$ cat src/rtl/cfgs_pkg.sv
package cfgs_pkg;

  typedef enum logic [2:0] {
    ST_IDLE,
    ST_RX,
    ST_RX_ACK,
    ST_TX,
    ST_TX_ACK
  } link_st_e;

  // Fixed readback positions of the inverted straps, indexed by strap number.
  localparam logic [3:0][2:0] STRAP_BYTE = {3'd4, 3'd1, 3'd4, 3'd2};
  localparam logic [3:0][2:0] STRAP_BIT  = {3'd1, 3'd7, 3'd3, 3'd7};
  localparam int              NUM_STRAPS = 4;

endpackage

$ cat src/rtl/cfgs_sync.sv
module cfgs_sync #(
  parameter int STAGES = 2
) (
  input  logic clk,
  input  logic rst,
  input  logic scl_i,
  input  logic sda_i,
  output logic sda_s,
  output logic scl_rise,
  output logic scl_fall,
  output logic start_det,
  output logic stop_det
);
  localparam int MSB = STAGES - 1;

  logic [MSB:0] scl_q, sda_q;
  logic         scl_d, sda_d;
  logic         scl_s;

  generate
    if (STAGES > 1) begin : g_chain
      always_ff @(posedge clk) begin
        if (rst) begin
          scl_q <= '1;
          sda_q <= '1;
        end else begin
          scl_q <= {scl_q[MSB-1:0], scl_i};
          sda_q <= {sda_q[MSB-1:0], sda_i};
        end
      end
    end else begin : g_single
      always_ff @(posedge clk) begin
        if (rst) begin
          scl_q <= '1;
          sda_q <= '1;
        end else begin
          scl_q <= scl_i;
          sda_q <= sda_i;
        end
      end
    end
  endgenerate

  always_ff @(posedge clk) begin
    if (rst) begin
      scl_d <= 1'b1;
      sda_d <= 1'b1;
    end else begin
      scl_d <= scl_q[MSB];
      sda_d <= sda_q[MSB];
    end
  end

  assign scl_s     = scl_q[MSB];
  assign sda_s     = sda_q[MSB];
  assign scl_rise  = scl_s & ~scl_d;
  assign scl_fall  = ~scl_s & scl_d;
  assign start_det = scl_s & scl_d & sda_d & ~sda_s;
  assign stop_det  = scl_s & scl_d & ~sda_d & sda_s;

endmodule

$ cat src/rtl/cfgs_link.sv
module cfgs_link
  import cfgs_pkg::*;
#(
  parameter int         NUM_REGS   = 6,
  parameter int         SKIP_BYTES = 2,
  parameter logic [6:0] DEV_ADDR   = 7'h69,
  parameter int         IDX_W      = 3,
  parameter int         SEL_W      = 3
) (
  input  logic             clk,
  input  logic             rst,
  input  logic             sda_s,
  input  logic             scl_rise,
  input  logic             scl_fall,
  input  logic             start_det,
  input  logic             stop_det,
  input  logic [7:0]       rd_byte,
  output logic [SEL_W-1:0] rd_sel,
  output logic             sda_low_o,
  output logic             wr_en,
  output logic [IDX_W-1:0] wr_idx,
  output logic [7:0]       wr_data
);
  localparam int WC_W   = $clog2(SKIP_BYTES + NUM_REGS + 1);
  localparam int WC_MAX = SKIP_BYTES + NUM_REGS;

  link_st_e         state;
  logic [3:0]       bit_cnt;
  logic [7:0]       rx_sh;
  logic [7:0]       tx_sh;
  logic             first_byte;
  logic             rnw;
  logic             host_ack;
  logic [WC_W-1:0]  wcnt;
  logic             in_window;

  assign in_window = (wcnt >= WC_W'(SKIP_BYTES)) && (wcnt < WC_W'(WC_MAX));

  always_ff @(posedge clk) begin
    if (rst) begin
      state      <= ST_IDLE;
      bit_cnt    <= '0;
      rx_sh      <= '0;
      tx_sh      <= '0;
      first_byte <= 1'b0;
      rnw        <= 1'b0;
      host_ack   <= 1'b0;
      wcnt       <= '0;
      rd_sel     <= '0;
      sda_low_o  <= 1'b0;
      wr_en      <= 1'b0;
      wr_idx     <= '0;
      wr_data    <= '0;
    end else begin
      wr_en <= 1'b0;
      if (start_det) begin
        state      <= ST_RX;
        first_byte <= 1'b1;
        bit_cnt    <= '0;
        wcnt       <= '0;
        rd_sel     <= '0;
        sda_low_o  <= 1'b0;
      end else if (stop_det) begin
        state     <= ST_IDLE;
        sda_low_o <= 1'b0;
      end else begin
        unique case (state)
          ST_RX: begin
            if (scl_rise && bit_cnt != 4'd8) begin
              rx_sh   <= {rx_sh[6:0], sda_s};
              bit_cnt <= bit_cnt + 4'd1;
            end else if (scl_fall && bit_cnt == 4'd8) begin
              bit_cnt    <= '0;
              first_byte <= 1'b0;
              if (first_byte) begin
                if (rx_sh[7:1] == DEV_ADDR) begin
                  rnw       <= rx_sh[0];
                  sda_low_o <= 1'b1;
                  state     <= ST_RX_ACK;
                end else begin
                  state <= ST_IDLE;
                end
              end else begin
                sda_low_o <= 1'b1;
                state     <= ST_RX_ACK;
                if (in_window) begin
                  wr_en   <= 1'b1;
                  wr_idx  <= IDX_W'(wcnt - WC_W'(SKIP_BYTES));
                  wr_data <= rx_sh;
                end
                if (wcnt != WC_W'(WC_MAX)) wcnt <= wcnt + 1'b1;
              end
            end
          end
          ST_RX_ACK: begin
            if (scl_fall) begin
              if (rnw) begin
                tx_sh     <= rd_byte;
                sda_low_o <= ~rd_byte[7];
                bit_cnt   <= '0;
                state     <= ST_TX;
              end else begin
                sda_low_o <= 1'b0;
                state     <= ST_RX;
              end
            end
          end
          ST_TX: begin
            if (scl_fall) begin
              if (bit_cnt == 4'd7) begin
                sda_low_o <= 1'b0;
                bit_cnt   <= '0;
                state     <= ST_TX_ACK;
              end else begin
                bit_cnt   <= bit_cnt + 4'd1;
                tx_sh     <= {tx_sh[6:0], 1'b0};
                sda_low_o <= ~tx_sh[6];
              end
            end
          end
          ST_TX_ACK: begin
            if (scl_rise) begin
              host_ack <= ~sda_s;
              if (!sda_s && rd_sel != SEL_W'(NUM_REGS + 1)) rd_sel <= rd_sel + 1'b1;
            end else if (scl_fall) begin
              if (host_ack) begin
                tx_sh     <= rd_byte;
                sda_low_o <= ~rd_byte[7];
                bit_cnt   <= '0;
                state     <= ST_TX;
              end else begin
                state <= ST_IDLE;
              end
            end
          end
          default: ;
        endcase
      end
    end
  end

endmodule

$ cat src/rtl/cfgs_regs.sv
module cfgs_regs
  import cfgs_pkg::*;
#(
  parameter int NUM_REGS = 6,
  parameter int IDX_W    = 3,
  parameter int SEL_W    = 3
) (
  input  logic                  clk,
  input  logic                  rst,
  input  logic                  wr_en,
  input  logic [IDX_W-1:0]      wr_idx,
  input  logic [7:0]            wr_data,
  input  logic [SEL_W-1:0]      rd_sel,
  input  logic [3:0]            strap_fs,
  output logic [NUM_REGS*8-1:0] cfg_o,
  output logic [7:0]            rd_byte
);
  logic [NUM_REGS-1:0][7:0] mem;
  logic [NUM_REGS-1:0][7:0] view;

  always_ff @(posedge clk) begin
    for (int k = 0; k < NUM_REGS; k++) begin
      if (rst) mem[k] <= (k == 0) ? 8'h00 : 8'hFF;
      else if (wr_en && wr_idx == IDX_W'(k)) mem[k] <= wr_data;
    end
  end

  assign cfg_o = mem;

  // Readback view: straps override stored bits, inverted.
  always_comb begin
    view = mem;
    for (int s = 0; s < NUM_STRAPS; s++) begin
      for (int k = 0; k < NUM_REGS; k++) begin
        if (STRAP_BYTE[s] == 3'(k)) view[k][STRAP_BIT[s]] = ~strap_fs[s];
      end
    end
  end

  always_comb begin
    rd_byte = 8'hFF;
    if (rd_sel == '0) rd_byte = 8'(NUM_REGS);
    for (int k = 0; k < NUM_REGS; k++) begin
      if (rd_sel == SEL_W'(k + 1)) rd_byte = view[k];
    end
  end

endmodule

$ cat src/rtl/cfg_serial_slave.sv
module cfg_serial_slave
  import cfgs_pkg::*;
#(
  parameter int         NUM_REGS    = 6,
  parameter int         SKIP_BYTES  = 2,
  parameter int         SYNC_STAGES = 2,
  parameter logic [6:0] DEV_ADDR    = 7'h69
) (
  input  logic                  clk,
  input  logic                  rst,
  input  logic                  scl_i,
  input  logic                  sda_i,
  output logic                  sda_low_o,
  input  logic [3:0]            strap_fs,
  output logic [NUM_REGS*8-1:0] cfg_o
);
  localparam int IDX_W = $clog2(NUM_REGS);
  localparam int SEL_W = $clog2(NUM_REGS + 2);

  logic             sda_s, scl_rise, scl_fall, start_det, stop_det;
  logic             wr_en;
  logic [IDX_W-1:0] wr_idx;
  logic [7:0]       wr_data;
  logic [SEL_W-1:0] rd_sel;
  logic [7:0]       rd_byte;

  cfgs_sync #(.STAGES(SYNC_STAGES)) u_sync (
    .clk(clk), .rst(rst), .scl_i(scl_i), .sda_i(sda_i),
    .sda_s(sda_s), .scl_rise(scl_rise), .scl_fall(scl_fall),
    .start_det(start_det), .stop_det(stop_det)
  );

  cfgs_link #(
    .NUM_REGS(NUM_REGS), .SKIP_BYTES(SKIP_BYTES), .DEV_ADDR(DEV_ADDR),
    .IDX_W(IDX_W), .SEL_W(SEL_W)
  ) u_link (
    .clk(clk), .rst(rst), .sda_s(sda_s), .scl_rise(scl_rise),
    .scl_fall(scl_fall), .start_det(start_det), .stop_det(stop_det),
    .rd_byte(rd_byte), .rd_sel(rd_sel), .sda_low_o(sda_low_o),
    .wr_en(wr_en), .wr_idx(wr_idx), .wr_data(wr_data)
  );

  cfgs_regs #(.NUM_REGS(NUM_REGS), .IDX_W(IDX_W), .SEL_W(SEL_W)) u_regs (
    .clk(clk), .rst(rst), .wr_en(wr_en), .wr_idx(wr_idx), .wr_data(wr_data),
    .rd_sel(rd_sel), .strap_fs(strap_fs), .cfg_o(cfg_o), .rd_byte(rd_byte)
  );

endmodule

$ cat config.mk
export PLATFORM = sky130hd
export DESIGN_NAME = cfg_serial_slave
export DESIGN_NICKNAME = d
export VERILOG_FILES = /design/src/rtl/cfgs_pkg.sv /design/src/rtl/cfgs_sync.sv /design/src/rtl/cfgs_link.sv /design/src/rtl/cfgs_regs.sv /design/src/rtl/cfg_serial_slave.sv
export SDC_FILE = /design/constraint.sdc
export NUM_CORES = 1
export LEC_CHECK = 0
export ABC_AREA = 1
export CAP_MARGIN = 10
export CORE_AREA = 2 2 97 99
export CTS_BUF_LIST = sky130_fd_sc_hd__clkbuf_8
export DETAILED_ROUTE_END_ITERATION = 16
export DIE_AREA = 0 0 99 101
export DONT_BUFFER_PORTS = 1
export PLACE_DENSITY = 0.65
export RECOVER_POWER = 50
export SLEW_MARGIN = 30
export SYNTH_ARGS = -nofsm -noshare
export SYNTH_HDL_FRONTEND = slang
export SYNTH_HIERARCHICAL = 1
export SYNTH_SLANG_ARGS = --single-unit
$ cat constraint.sdc
create_clock -name clk -period 4.3 [get_ports clk]
set_input_delay 1.29 -clock clk [delete_from_list [all_inputs] [get_ports clk]]
set_output_delay 1.29 -clock clk [all_outputs]
set_load 0.01 [all_outputs]
==> results of run 1 <==
kinds of logic (layout without fill, tap and decap cells):
kind of cell    after synthesis  in the layout  share of synthesized area
simple gates                404            404                      0.371
fa+ha+maj                     8              8                     0.0208
compound gates               88             88                     0.0960
buf+inv                     111            111                     0.0942
flops                        99             99                      0.411
xor+xnor                      4              4                    0.00727
power groups by stage:
stage / combinational (mW) / clock, mW / sequential, mW
2_1_floorplan: 0.228 / 0 / 0.980
3_3_place_gp: 0.259 / 0 / 0.988
3_5_place_dp: 0.262 / 0 / 0.989
4_1_cts: 0.262 / 0.558 / 0.968
5_1_grt: 0.298 / 0.586 / 0.970
6_report: 0.255 / 0.536 / 0.965
routing by layer:
| layer | up-vias | share of wire |
|---|---|---|
| met5 | - | 0 |
| met4 | 0 | 0.032 |
| met3 | 21 | 0.063 |
| met2 | 127 | 0.46 |
| met1 | 2007 | 0.45 |
| li1 | 2246 | - |
layout make-up:
cell class              count  area, um2  share of cell area
clock inverters             7       45.0             0.00905
inverters                  94        353              0.0709
clock buffers               9        124              0.0249
multi-input cells         504       2330               0.468
well taps                 111        139              0.0279
flip-flops and latches     99       1980               0.398
repair buffers              1       3.75            0.000754
cell usage after synthesis (all sizes together):
master	number	share of area
nor3	5	0.0086
inv	93	0.072
dfxtp	99	0.41
clkinv	1	0.00078
o21ai	44	0.046
nand3	72	0.082
o211ai	6	0.0093
nor4	1	0.0013
nand2	210	0.17
nor2	97	0.084
nand4	5	0.0096
ha	8	0.021
clkbuf	6	0.0047
a21oi	37	0.039
or2	14	0.018
a311oi	1	0.0018
buf	11	0.016
xor2	4	0.0073
through the flow:
stage,util,setup WS [ps]
after CTS,0.561,2190
after global placement,0.542,2100
after floorplan,-,2260
final,0.555,1420
after global routing,0.555,1140
after detailed placement,0.542,2000
state kept, by name (all words and copies together) (netlist names), 2 cells and up:
signal,cells
u_link/tx_sh,7
u_sync/sda_q,2
u_link/rx_sh,8
u_regs/cfg_o,48
u_link/wcnt,4
u_link/bit_cnt,4
u_link/wr_idx,3
u_link/wr_data,8
u_sync/scl_q,2
u_link/state,3
u_link/rd_sel,3
worst paths after layout:
path	from	end	slack (ps)
max	rst	u_regs/cfg_o[1]	1420
min	u_sync/scl_q[0]	u_sync/scl_q[1]	430
max reg2reg	u_sync/sda_q[1]	u_link/wr_idx[2]	1840
min reg2reg	u_sync/scl_q[0]	u_sync/scl_q[1]	430
critical path: stages:
cell and delay (ps):
clkinv_1 20, clkbuf_1 1370, o21ai_0 260, a21oi_1 200
==> qor.csv, run 1 <==
stage;metric;value;unit
outcome;outcome;finished with violations;
outcome;violated checks;capacitance limit, slew limit;
sta;final hold vios;0;
placement;dpl cells;809;
sta;final period utilization;0.671;
sta;clock skew;12.8;ps
power;Internal Pwr Total;1.23;mW
power;sw frac;0.299;
layout;# nets final;725;
sta;FMAX;347;MHz
layout;most common cell after layout, fill and taps aside;nand2_1;
grt;first-pass GRT wire length;19.5;mm
sta;Setup TNS;0;ps
clocking;CTS max path bufs;2;
clocking;Resize count post-CTS;0;
floorplanning;Die Ht;101;um
detailed_routing;Vias;4401;
floorplanning;Die Wd;99;um
clocking;TritonCTS Buffers;9;
sta;unrepaired setup endpoints after global routing;no;
clocking;CTS tree;built;
placement;GP Congestion;0.939;
detailed_routing;drt first pass iters;5;
synthesis;gate count of the mapped netlist;714;
clocking;clk sinks;99;
sta;Slew Limit Fails;47;
layout;Antenna Cells;0;
power;Tot Pwr;1.76;mW
power;Clock Power Share;0.305;
sta;final worst path period need;2880;ps
detailed_routing;Post-route DRC;0;
grt;gr ovfl total;0;
detailed_routing;Wirelength per Cell;14.4;um
layout;highest-count cells in the layout ignoring fill and taps;204 x nand2_1, 99 x dfxtp_1, 91 x nor2_1;
layout;Filler cells;916;
detailed_routing;Total Wirelength;11.9;mm
clocking;number of H-tree levels;3;
worst_hold_path;Hold Path Class;flop to flop;
grt;GR Layer Usage met1;0.306;
layout;fraction of layout cells with a size suffix above 1;0.0658;
layout;Layout Cells excl Fill;825;
detailed_routing;Avg Vias per Cell;5.33;
worst_hold_path;hold-critical path depth;1;
grt;met3 Usage GRT;0.0465;
floorplanning;die area;10000;um2
synthesis;sequential area share after synthesis;0.411;
clocking;quantity of hold-fixing buffers added after cts;0;
grt;vias in the first global route;3973;
clocking;setup bufs post-CTS;0;
detailed_routing;DRT iter0 DRCs;162;
floorplanning;initial core utilization;0.537;
worst_setup_path;Worst setup EP type;flop;
worst_setup_path;Worst setup SP type;input pin;
clocking;clock slew at reported path FFs;90;ps
worst_setup_path;Required @ worst endpoint;4580;ps
synthesis;Synth cell types;31;
floorplanning;Core Footprint;8980;um2
synthesis;Cell Area, Synth;4820;um2
layout;area grow syn2layout;3.27;%
grt;initial antenna violation count;0;
floorplanning;Placement Rows;35;
sta;# setup viols final;0;
clocking;Root Buffer;clkbuf_8;
worst_setup_path;Max FO, Critical Path;46;
grt;Most Crowded Layer GR;met2;
sta;worst-margin pin slew;1940;ps
power;Static Leak;2.41;nW
worst_setup_path;Worst Setup Path Type;input pin to flop;
grt;Global Route Usage Sum;0.243;
placement;count of input and output buffers;0;
power;Gate power share;0.145;
worst_setup_path;worst reg2reg path depth;11;
synthesis;flops & latches, synth;99;
placement;placed inst area;4870;um2
clocking;clock insertion delay at the later pin of the skew report;350;ps
grt;met2 usage;0.400;
sta;Slew HR;-0.292;
synthesis;Synth Area per Inst;6.75;um2
synthesis;Mapped Nets;730;
floorplanning;IO Pins;57;
detailed_routing;ANT nets after route;0;
grt;pin count of the biggest net entering global routing;47;
synthesis;Ys Warns;6;
power;maximum VDD drop;0.167;mV
power;Psw;0.525;mW
sta;WHS;426;ps
flow_run;max_cap viols;1;
layout;Final Cell Area;4980;um2
placement;HPWL after DPL;8.90;mm
worst_setup_path;Worst EP arrival;3160;ps
power;pwr dens;353;nW/um2
power;Flop pwr share;0.550;
(Power assumes the default switching activity.)
==> inputs of run 2 (changes only) <==
- ABC_AREA: 1 -> 0
- CORE_AREA: 2 2 97 99 -> 2 2 96 98
- DIE_AREA: 0 0 99 101 -> 0 0 98 100
- PLACE_DENSITY: 0.65 -> 0.67
- clock period: 4.3 -> 2.4 ns (I/O delays scaled with it)
==> run 2 against run 1 <==
Against the previous run: the flow now finishes without violations; worst hold slack got worse by 10 ps; first-iteration DRC count is 67% higher; cell count down 23%; sequential share of layout area grew 0.88 points; via count shrank 16%; combinational power decreased by 64%; largest cell class unchanged; largest power group unchanged.
==> qor.csv, run 2 <==
stage;metric;value;unit;change
synthesis;FFs w/ async S/R, synth;0;;unchanged
placement;HPWL after DPL;8.03;mm;-9.7%
placement;count of input and output buffers;0;;unchanged
power;Internal Pwr Total;2.10;mW;+71%
layout;Antenna Cells;0;;unchanged
power;Gate power share;0.034;;-0.111
synthesis;Ys Warns;6;;unchanged
synthesis;Post-synth EDFFs;0;;unchanged
sta;Slew HR;0.478;;+0.770
synthesis;synth cell count leaders;106 x nand2_1, 99 x dfxtp_1, 41 x mux2i_1, 38 x nor2_1, 32 x nand3_1;;
grt;initial antenna violation count;0;;unchanged
floorplanning;IO Pins;57;;unchanged
floorplanning;Placement Rows;35;;unchanged
power;Clock Power Share;0.367;;+0.062
detailed_routing;Avg Vias per Cell;5.87;;+10%
clocking;TritonCTS Buffers;9;;unchanged
layout;# nets final;532;;-27%
sta;Slew Limit Fails;0;;-100%
worst_setup_path;worst reg2reg startpoint;u_sync/sda_q[1];;
sta;FMAX;463;MHz;
layout;final core occ;0.548;;-0.00664
sta;unrepaired setup endpoints after global routing;no;;
detailed_routing;Vias;3709;;-16%
floorplanning;Die Wd;98;um;-1.0%
detailed_routing;DRT iter0 DRCs;271;;+67%
detailed_routing;drt first pass iters;5;;unchanged
placement;GP Congestion;0.876;;-6.7%
detailed_routing;Post-route DRC;0;;unchanged
worst_setup_path;worst reg2reg path depth;6;;-5
worst_setup_path;reg-to-reg endpoint;u_link/tx_sh[6];;
synthesis;top_reg_cell synth;dfxtp_1;;
worst_setup_path;crit path to;u_link/tx_sh[6];;
power;sw frac;0.241;;-0.0575
synthesis;gate count of the mapped netlist;528;;-26%
sta;clock skew;14.5;ps;+1.62 ps
clocking;setup bufs post-CTS;0;;unchanged
sta;final hold vios;0;;unchanged
worst_setup_path;Max FO, Critical Path;14;;-70%
layout;fraction of layout cells with a size suffix above 1;0.0979;;+0.0321
worst_hold_path;hold path start;rst;;
synthesis;Synth cell types;66;;+110%
power;pwr dens;568;nW/um2;+61%
worst_setup_path;Worst Setup Path Type;flop to flop;;
worst_setup_path;Critical Path Source;u_sync/sda_q[1];;
clocking;CTS max path bufs;2;;unchanged
detailed_routing;Total Wirelength;11.1;mm;-6.8%
layout;highest-count cells in the layout ignoring fill and taps;106 x nand2_1, 99 x dfxtp_1, 41 x mux2i_1;;
sta;final period utilization;0.899;;
floorplanning;Die Ht;100;um;-0.99%
power;Tot Pwr;2.77;mW;+58%
layout;most common cell after layout, fill and taps aside;nand2_1;;
synthesis;sequential area share after synthesis;0.425;;+0.0139
detailed_routing;ANT nets after route;0;;unchanged
grt;pin count of the biggest net entering global routing;49;;+4.3%
worst_setup_path;Reg2Reg Setup Slack;240;ps;-1600 ps
synthesis;Mapped Nets;544;;-25%
synthesis;Synth Area per Inst;8.83;um2;+31%
sta;Setup TNS;0;ps;unchanged
synthesis;count leader, synth;nand2_1;;
grt;vias in the first global route;3453;;-13%
sta;final worst path period need;2160;ps;
worst_hold_path;Hold Path Class;input pin to flop;;
worst_setup_path;Worst setup SP type;flop;;
power;Psw;0.668;mW;+27%
synthesis;share of the synthesized area in the top cell type;0.425;;+0.0139
clocking;clk sinks;99;;unchanged
clocking;Resize count post-CTS;0;;unchanged
flow_run;max_cap viols;0;;-1
sta;# setup viols final;0;;unchanged
synthesis;Cell Area, Synth;4660;um2;-3.3%
power;Static Leak;1.82;nW;-25%
grt;first-pass GRT wire length;17.8;mm;-8.7%
floorplanning;initial core utilization;0.525;;-0.0124
layout;max reg flops;48;;unchanged
clocking;clock insertion delay at the later pin of the skew report;370;ps;+20 ps
grt;Global Route Usage Sum;0.226;;-0.0172
clocking;Root Buffer;clkbuf_8;;
outcome;outcome;finished, final reports clean;;
clocking;CTS tree;built;;
power;Flop pwr share;0.600;;+0.050
sta;Setup WS post-layout;242;ps;-1170 ps
synthesis;Area contributors post-synth;dfxtp_1 43%, mux2i_1 8.8%, nand2_1 8.5%;;
power;maximum VDD drop;0.259;mV;+54%
floorplanning;Core Footprint;8890;um2;-0.98%
synthesis;flops & latches, synth;99;;unchanged
floorplanning;die area;9800;um2;-2.0%
sta;worst-margin pin slew;778;ps;-1160 ps
grt;gr ovfl total;0;;unchanged
clocking;clock slew at reported path FFs;100;ps;about the same
layout;area grow syn2layout;4.45;%;
synthesis;Synth area leader;dfxtp_1;;
worst_setup_path;Worst setup EP type;flop;;
clocking;number of H-tree levels;3;;unchanged
placement;pre-CTS WS;325;ps;-1680 ps
worst_setup_path;Required @ worst endpoint;2670;ps;-1910 ps
worst_setup_path;Worst EP arrival;2430;ps;-730 ps
detailed_routing;Wirelength per Cell;17.5;um;+22%
clocking;quantity of hold-fixing buffers added after cts;0;;unchanged
-- run 2: per-layer routing --
layer | vias to the layer above | global-route usage | wire [um]
met3 | 12 | 0.0578 | 739
li1 | 1829 | - | -
met4 | 0 | 0.0855 | 177
met2 | 109 | 0.364 | 5140
met5 | - | 0 | 0
met1 | 1759 | 0.295 | 5010
-- run 2: area by class of cell --
cell class	instances	area [um2]
repair buffers	12	82.6
flip-flops and latches	99	1980
clock inverters	6	48.8
inverters	14	52.6
fillers	856	4020
multi-input cells	380	2430
clock buffers	10	138
well taps	111	139
-- run 2: worst min-delay path by stage --
stage / endpoint / cells after the start
2_1_floorplan: u_sync/scl_q[1] / 1
3_3_place_gp: u_sync/scl_q[1] / 1
3_5_place_dp: u_sync/sda_q[1] / 1
4_1_cts: u_regs/cfg_o[2] / 1
5_1_grt: u_regs/cfg_o[3] / 1
6_report: u_regs/cfg_o[3] / 1
-- run 2: cell families after synthesis --
logic type / Yosys count / synth area share
xor gates and xnor gates: 4 / 0.00751
buffers and inverters: 49 / 0.0569
AOI/OAI and AO/OA: 82 / 0.125
adders and majority gates: 8 / 0.0215
muxes: 48 / 0.105
and+or+nand+nor: 238 / 0.259
DFF: 99 / 0.425
-- run 2: power by group through the flow --
stage	registers [mW]	clock network (mW)	logic (mW)
after detailed placement	1.70	0	0.0910
after global placement	1.70	0	0.0902
final	1.66	1.02	0.0929
after floorplan	1.69	0	0.0859
after CTS	1.66	1.05	0.0914
after global routing	1.66	1.11	0.101
-- run 2: critical path, cell delays in order, from the launching register on --
cell      delay [ps]
dfxtp_1          370
and4b_1          330
nor2_1           180
o311ai_0         190
nor3_2           640
nor2_1            90
a311oi_1         270
-- run 2: per-stage QoR --
step	hold WS, ps	area (um2)	cells
after floorplan	383	4660	528
after global placement	431	4690	616
after detailed placement	413	4690	616
after CTS	395	4880	632
after global routing	389	4870	632
final	416	4870	632
